==> src/rtl/prime_probe_pkg.sv <==
package prime_probe_pkg;

  localparam logic [1:0] OFF_OPERAND = 2'd0;
  localparam logic [1:0] OFF_VERDICT = 2'd1;
  localparam logic [1:0] OFF_FINISH  = 2'd2;

  typedef enum logic [1:0] {
    ENG_IDLE   = 2'd0,
    ENG_SCREEN = 2'd1,
    ENG_CHECK  = 2'd2,
    ENG_DIVIDE = 2'd3
  } eng_state_t;

endpackage

==> src/rtl/prime_probe_rst_sync.sv <==
module prime_probe_rst_sync #(
  parameter int STAGES = 2
) (
  input  logic clk,
  input  logic rst_n,
  output logic rst_sync_n
);

  logic [STAGES-1:0] chain_q;

  always_ff @(posedge clk or negedge rst_n) begin
    if (!rst_n) chain_q <= '0;
    else        chain_q <= {chain_q[STAGES-2:0], 1'b1};
  end

  assign rst_sync_n = chain_q[STAGES-1];

endmodule

==> src/rtl/prime_probe_remunit.sv <==
module prime_probe_remunit #(
  parameter int DW = 32
) (
  input  logic          clk,
  input  logic          rst_n,
  input  logic          start_i,
  input  logic          abort_i,
  input  logic [DW-1:0] dividend_i,
  input  logic [DW-1:0] divisor_i,
  output logic          done_o,
  output logic [DW-1:0] rem_o
);

  localparam int CW = $clog2(DW + 1);

  logic          busy_q, busy_n;
  logic          done_q, done_n;
  logic [CW-1:0] cnt_q, cnt_n;
  logic [DW-1:0] rem_q, rem_n;
  logic [DW-1:0] dvd_q, dvd_n;
  logic [DW-1:0] dvs_q, dvs_n;
  logic [DW:0]   trial;

  always_comb begin
    busy_n = busy_q;
    done_n = 1'b0;
    cnt_n  = cnt_q;
    rem_n  = rem_q;
    dvd_n  = dvd_q;
    dvs_n  = dvs_q;
    trial  = {rem_q, dvd_q[DW-1]};
    if (abort_i) begin
      busy_n = 1'b0;
    end else if (start_i) begin
      busy_n = 1'b1;
      cnt_n  = CW'(DW);
      rem_n  = '0;
      dvd_n  = dividend_i;
      dvs_n  = divisor_i;
    end else if (busy_q) begin
      if (trial >= {1'b0, dvs_q}) rem_n = DW'(trial - {1'b0, dvs_q});
      else                        rem_n = trial[DW-1:0];
      dvd_n = dvd_q << 1;
      cnt_n = cnt_q - CW'(1);
      if (cnt_q == CW'(1)) begin
        busy_n = 1'b0;
        done_n = 1'b1;
      end
    end
  end

  always_ff @(posedge clk or negedge rst_n) begin
    if (!rst_n) begin
      busy_q <= 1'b0;
      done_q <= 1'b0;
      cnt_q  <= '0;
      rem_q  <= '0;
      dvd_q  <= '0;
      dvs_q  <= '0;
    end else begin
      busy_q <= busy_n;
      done_q <= done_n;
      cnt_q  <= cnt_n;
      rem_q  <= rem_n;
      dvd_q  <= dvd_n;
      dvs_q  <= dvs_n;
    end
  end

  assign done_o = done_q;
  assign rem_o  = rem_q;

  // a finished remainder is always below the divisor it was taken against
  assert_rem_below_divisor_R6: assert property (@(posedge clk) disable iff (!rst_n)
    done_o |-> (rem_o < dvs_q));

endmodule

==> src/rtl/prime_probe_engine.sv <==
module prime_probe_engine
  import prime_probe_pkg::*;
#(
  parameter int DW = 32
) (
  input  logic          clk,
  input  logic          rst_n,
  input  logic          start_i,
  input  logic [DW-1:0] n_i,
  output logic          done_o,
  output logic          prime_o
);

  localparam int SW = DW + 2;

  eng_state_t    state_q, state_n;
  logic          done_q, done_n;
  logic          prime_q, prime_n;
  logic [DW-1:0] div_q, div_n;
  logic [SW-1:0] sq_q, sq_n;
  logic          rem_start;
  logic          rem_done;
  logic [DW-1:0] rem_val;

  prime_probe_remunit #(.DW(DW)) u_rem (
    .clk        (clk),
    .rst_n      (rst_n),
    .start_i    (rem_start),
    .abort_i    (start_i),
    .dividend_i (n_i),
    .divisor_i  (div_q),
    .done_o     (rem_done),
    .rem_o      (rem_val)
  );

  always_comb begin
    state_n   = state_q;
    done_n    = done_q;
    prime_n   = prime_q;
    div_n     = div_q;
    sq_n      = sq_q;
    rem_start = 1'b0;
    if (start_i) begin
      state_n = ENG_SCREEN;
      done_n  = 1'b0;
      prime_n = 1'b0;
    end else begin
      case (state_q)
        ENG_SCREEN: begin
          if (n_i < DW'(2)) begin
            done_n = 1'b1; prime_n = 1'b0; state_n = ENG_IDLE;
          end else if (n_i < DW'(4)) begin
            done_n = 1'b1; prime_n = 1'b1; state_n = ENG_IDLE;
          end else if (!n_i[0]) begin
            done_n = 1'b1; prime_n = 1'b0; state_n = ENG_IDLE;
          end else begin
            div_n = DW'(3); sq_n = SW'(9); state_n = ENG_CHECK;
          end
        end
        ENG_CHECK: begin
          if (sq_q > {2'b00, n_i}) begin
            done_n = 1'b1; prime_n = 1'b1; state_n = ENG_IDLE;
          end else begin
            rem_start = 1'b1; state_n = ENG_DIVIDE;
          end
        end
        ENG_DIVIDE: begin
          if (rem_done) begin
            if (rem_val == '0) begin
              done_n = 1'b1; prime_n = 1'b0; state_n = ENG_IDLE;
            end else begin
              div_n   = div_q + DW'(2);
              sq_n    = sq_q + {div_q, 2'b00} + SW'(4);
              state_n = ENG_CHECK;
            end
          end
        end
        default: state_n = ENG_IDLE;
      endcase
    end
  end

  always_ff @(posedge clk or negedge rst_n) begin
    if (!rst_n) begin
      state_q <= ENG_IDLE;
      done_q  <= 1'b0;
      prime_q <= 1'b0;
      div_q   <= '0;
      sq_q    <= '0;
    end else begin
      state_q <= state_n;
      done_q  <= done_n;
      prime_q <= prime_n;
      div_q   <= div_n;
      sq_q    <= sq_n;
    end
  end

  assign done_o  = done_q;
  assign prime_o = prime_q;

  // a start leaves both flags clear on the following cycle
  assert_start_clears_R3: assert property (@(posedge clk) disable iff (!rst_n)
    start_i |=> (!done_o && !prime_o));

  // the verdict is only ever raised together with completion
  assert_prime_needs_done_R4: assert property (@(posedge clk) disable iff (!rst_n)
    prime_o |-> done_o);

  // completion holds until a new start arrives
  assert_done_holds_R6: assert property (@(posedge clk) disable iff (!rst_n)
    (done_o && !start_i) |=> (done_o && $stable(prime_o)));

endmodule

==> src/rtl/prime_probe_slave.sv <==
module prime_probe_slave
  import prime_probe_pkg::*;
#(
  parameter int DATA_W = 32,
  parameter int ADDR_W = 2
) (
  input  logic              clk,
  input  logic              rst_n,
  input  logic              chipselect,
  input  logic [ADDR_W-1:0] address,
  input  logic              read,
  input  logic              write,
  input  logic [DATA_W-1:0] writedata,
  output logic [DATA_W-1:0] readdata
);

  logic              rst_s_n;
  logic [DATA_W-1:0] operand_q, operand_n;
  logic [DATA_W-1:0] rdata_q, rdata_n;
  logic              op_wr_en;
  logic              rd_en;
  logic              eng_done;
  logic              eng_prime;

  prime_probe_rst_sync #(.STAGES(2)) u_rst (
    .clk        (clk),
    .rst_n      (rst_n),
    .rst_sync_n (rst_s_n)
  );

  assign op_wr_en = chipselect && write && (address == ADDR_W'(OFF_OPERAND));
  assign rd_en    = chipselect && read;

  prime_probe_engine #(.DW(DATA_W)) u_eng (
    .clk     (clk),
    .rst_n   (rst_s_n),
    .start_i (op_wr_en),
    .n_i     (operand_q),
    .done_o  (eng_done),
    .prime_o (eng_prime)
  );

  always_comb begin
    operand_n = operand_q;
    if (op_wr_en) operand_n = writedata;
  end

  always_comb begin
    rdata_n = rdata_q;
    if (rd_en) begin
      if (address == ADDR_W'(OFF_OPERAND))      rdata_n = operand_q;
      else if (address == ADDR_W'(OFF_VERDICT)) rdata_n = DATA_W'(eng_prime);
      else if (address == ADDR_W'(OFF_FINISH))  rdata_n = DATA_W'(eng_done);
      else                                      rdata_n = '0;
    end
  end

  always_ff @(posedge clk or negedge rst_s_n) begin
    if (!rst_s_n) begin
      operand_q <= '0;
      rdata_q   <= '0;
    end else begin
      operand_q <= operand_n;
      rdata_q   <= rdata_n;
    end
  end

  assign readdata = rdata_q;

  // readdata moves only on an accepted read
  assert_rdata_hold_R9: assert property (@(posedge clk) disable iff (!rst_s_n)
    !rd_en |=> $stable(readdata));

  // the operand is only rewritten by a selected write to word 0
  assert_operand_only_word0_R7: assert property (@(posedge clk) disable iff (!rst_s_n)
    !op_wr_en |=> $stable(operand_q));

  // reads of word 3 deliver zero
  assert_word3_zero_R8: assert property (@(posedge clk) disable iff (!rst_s_n)
    (rd_en && address == ADDR_W'(3)) |=> (readdata == '0));

endmodule

==> config.mk <==
export PLATFORM = sky130hd
export DESIGN_NAME = prime_probe_slave
export DESIGN_NICKNAME = d
export VERILOG_FILES = /design/src/rtl/prime_probe_pkg.sv /design/src/rtl/prime_probe_rst_sync.sv /design/src/rtl/prime_probe_remunit.sv /design/src/rtl/prime_probe_engine.sv /design/src/rtl/prime_probe_slave.sv
export SDC_FILE = /design/constraint.sdc
export NUM_CORES = 1
export LEC_CHECK = 0
export BUFFER_PORTS_ARGS = -buffer_cell sky130_fd_sc_hd__buf_2
export CAP_MARGIN = 10
export CORE_AREA = 2 2 151 153
export CTS_CLUSTER_DIAMETER = 200
export DETAILED_ROUTE_END_ITERATION = 6
export DIE_AREA = 0 0 153 155
export GPL_TIMING_DRIVEN = 0
export PLACE_DENSITY = 0.81
export SKIP_CTS_REPAIR_TIMING = 1
export SLEW_MARGIN = 0
export SYNTH_ARGS = -nofsm -noshare
export SYNTH_HDL_FRONTEND = slang
export SYNTH_SLANG_ARGS = --single-unit
==> constraint.sdc <==
create_clock -name clk -period 20.2 [get_ports clk]
set_input_delay 3.03 -clock clk [delete_from_list [all_inputs] [get_ports clk]]
set_output_delay 3.03 -clock clk [all_outputs]
set_load 0.03 [all_outputs]
==> summary.txt <==
Floorplan
  • Starting Density: 63.83%
  • Die Wd: 153 um
  • # IOs: 71
  • Core Area: 22230 um^2
  • Rows: 55
  • DIE HEIGHT: 155 um
  • Die area: 23720 um^2

Logic synthesis
  • Mapped Area: 14190 um^2
  • Xor and xnor area share after synthesis: 4.877%
  • Yosys cell types: 76
  • Synth Flop Type: dfrtp_1
  • Synth area leader: dfrtp_1
  • Area share of the largest cell type after synthesis: 42.15%
  • Post-synthesis sequential area ratio: 42.15%
  • Adder-cell area share of the yosys netlist: 11.48%
  • #FFs+latches synth: 239
  • Simple-gate portion of the synthesized area: 15.29%
  • Largest family of logic cells by synthesized area: compound AO/OA/AOI/OAI gates
  • Mapped Nets: 1695
  • Cells after Synth: 1527
  • Avg Inst Size Synth: 9.292 um^2
  • Number of flops mapped to enable cells by yosys: 0
  • Post-synth ARST share: 100.0%
  • Yosys Warn Count: 0
  • Post-synthesis mux area share: 0.9171%
  • Synth Area in Compound Gates: 20.25%
  • Area contributors post-synth: dfrtp_1, ha_1, nand2_1

Pwr
  • P per Cell Area: 127.7 nW/um^2
  • Maximum vdd ir drop: 0.1083 mV
  • Tot Pwr: 2.027 mW
  • Leak pwr: 7.553 nW

Finish
  • Nets: 1796
  • Share of layout cells above drive strength 1: 11.18%
  • Commonest non-fill, non-tap cell in the layout: dfrtp_1
  • Fillers: 1670
  • Number of diodes: 0
  • Area delta synth->final: 11.84%
  • Highest-count cells in the layout ignoring fill and taps: dfrtp_1, nand2_1, ha_1

Detailed routing
  • DRC Markers: 0
  • DR WL/cell: 19.53 um
  • Detailed Route WL: 37.72 mm
  • DRT Pass-1 Iters: 5
  • Final antenna-violating net count: 0
  • DR iter-0 viols: 1015
  • Via density: 6.256
  • Routed vias: 12080

Setup path
  • R2R Setup Slk: 16.71 ns
  • Worst Reg-to-Reg Cells: 13
  • Critical path arrival: 5.10 ns
  • Startpoint types: input port
  • Req. time, crit path: 20.67 ns
  • Worst R2R Start: operand_q[31]$_DFFE_PN0P_
  • FF-to-FF End: u_eng.u_rem.dvd_q[22]$_DFFE_PN0P_
  • WS Path Type: input port to register
  • Crit end category: register
  • Crit-path max FO: 10

STA
  • Fmax: 215.7 MHz
  • Post-route minimum period: 4.635 ns
  • Slew Limit Fails: 0
  • Setup tns final: 0 ns
  • Worst slew margin: 32.52%
  • Measured slew at the worst slew-check pin: 0.9981 ns
  • Period utilisation layout: 22.95%
  • Worst Skew: 0.02441 ns
  • Finish-stage setup viols: 0
  • RSZ-0062 raised after global routing: no
  • Hold Vio Cnt, Final: 0

Clock network
  • H-tree depth: 1
  • Root Buffer: clkbuf_16
  • CTS tree: done
  • Clock Latency Late Sink: 0.55 ns
  • Reg clk slew, reported paths: 0.06 ns
  • CTS Buffer Depth: 3
  • CTS buffer count: 26
  • TritonCTS Sinks: 239

Place
  • # port buffers: 70
  • DP HPWL: 28.61 mm
  • Gpl congestion: 0.9369

Hold path
  • Hold Path End: u_rst.chain_q[1]$_DFF_PN0_
  • Min-Delay Path Depth: 0
  • Hold Path Class: register to register
  • Hold path startpoint: u_rst.chain_q[0]$_DFF_PN0_

GRT
  • All-Layer GR Usage: 32.01%
  • Aggregate global routing overflow: 0
  • Largest net degree at the start of global routing: 66
  • Global-route wire length before repair: 61.69 mm
  • Vias in the first global route: 11660
  • Initial antenna violation count: 0

Outcome
  • Outcome: finished clean

Flow run
  • Max_cap viols: 0
power by group:
group,internal [mW],switching (mW)
combinational,0.350,0.507
clock,0.295,0.196
sequential,0.579,0.0990
registers in the layout, indices dropped and copies added (netlist names), 6 cells and up:
name,count
u_eng.sq_q,33
operand_q,32
readdata,32
u_eng.div_q,32
u_eng.u_rem.dvd_q,32
u_eng.u_rem.dvs_q,32
u_eng.u_rem.rem_o,32
u_eng.u_rem.cnt_q,6
through the flow:
stage	cells	util, %	instance area, um^2	hold slack [ns]	setup WS, ns
3_5_place_dp	1885	67.40	14980	0.3413	15.14
6_report	1931	71.39	15870	0.3516	15.56
2_1_floorplan	1527	-	14190	0.3312	13.05
3_3_place_gp	1882	67.01	14900	0.3363	10.39
5_1_grt	1931	71.39	15870	0.3552	15.51
4_1_cts	1931	71.39	15870	0.3543	15.68
kinds of logic (layout without fill, tap and decap cells):
| logic type | after synthesis | count (layout) |
|---|---|---|
| adder cells (fa/ha/maj) | 129 | 129 |
| XOR/XNOR | 79 | 79 |
| multiplexers | 13 | 13 |
| AO/OA/AOI/OAI | 449 | 449 |
| other | 1 | 1 |
| buffers and inverters | 165 | 284 |
| AND/OR/NAND/NOR | 452 | 452 |
| flip-flops | 239 | 239 |
worst max-delay path: stages:
cell      delay [ns]
buf_2           0.11
nor2_1          0.06
and3_1          0.17
clkbuf_1        0.19
nor4b_1         0.86
clkbuf_1        0.48
or2_2           0.20
cell type report:
type	instances	area, um^2	share of cell area (%)
plain buffers	66	339.1	2.137
clock buffers	34	740.7	4.668
clock inverters	12	146.4	0.9225
inverters	99	371.6	2.342
multi-input cells	1123	7497	47.24
flip-flops and latches	239	5984	37.71
well taps	285	356.6	2.247
repair buffers	73	432.9	2.728
synth_stat cells, types with 15 or more instances:
cell type  instances
a21o_1            19
a21oi_1          102
a22o_1            34
and3_1            22
buf_2             21
clkbuf_1          31
dfrtp_1          239
ha_1             127
inv_1             99
nand2_1          180
nand3_1           35
nand4_1           22
nor2_1           101
nor3_1            15
nor4_1            17
o21ai_0          122
o21ai_1           26
o22ai_1           35
xnor2_1           35
xor2_1            44
layer usage:
metal / vias up / track usage [%] / part of all wire, %
met1: 5862 / 44.85 / 44
met4: 0 / 9.612 / 3.0
met2: 447 / 52.27 / 46
met5: - / 0 / 0
met3: 87 / 4.624 / 6.5
li1: 5684 / - / -
how the worst max path moves through the flow:
stage / startpoint / to / slack (ns) / cells after the start
floorplan: u_rst.chain_q[1]$_DFF_PN0_ / operand_q[0]$_DFFE_PN0P_ / 13.05 / 0
global placement: u_rst.chain_q[1]$_DFF_PN0_ / u_eng.u_rem.cnt_q[3]$_DFFE_PN0P_ / 10.39 / 0
detailed placement: address[0] / u_eng.div_q[0]$_DFFE_PN0P_ / 15.14 / 7
CTS: address[0] / u_eng.div_q[0]$_DFFE_PN0P_ / 15.68 / 7
global route: address[0] / u_eng.div_q[19]$_DFFE_PN0P_ / 15.51 / 7
finish: address[0] / u_eng.div_q[0]$_DFFE_PN0P_ / 15.56 / 7
No activity file was read; power rests on OpenSTA's default activity.
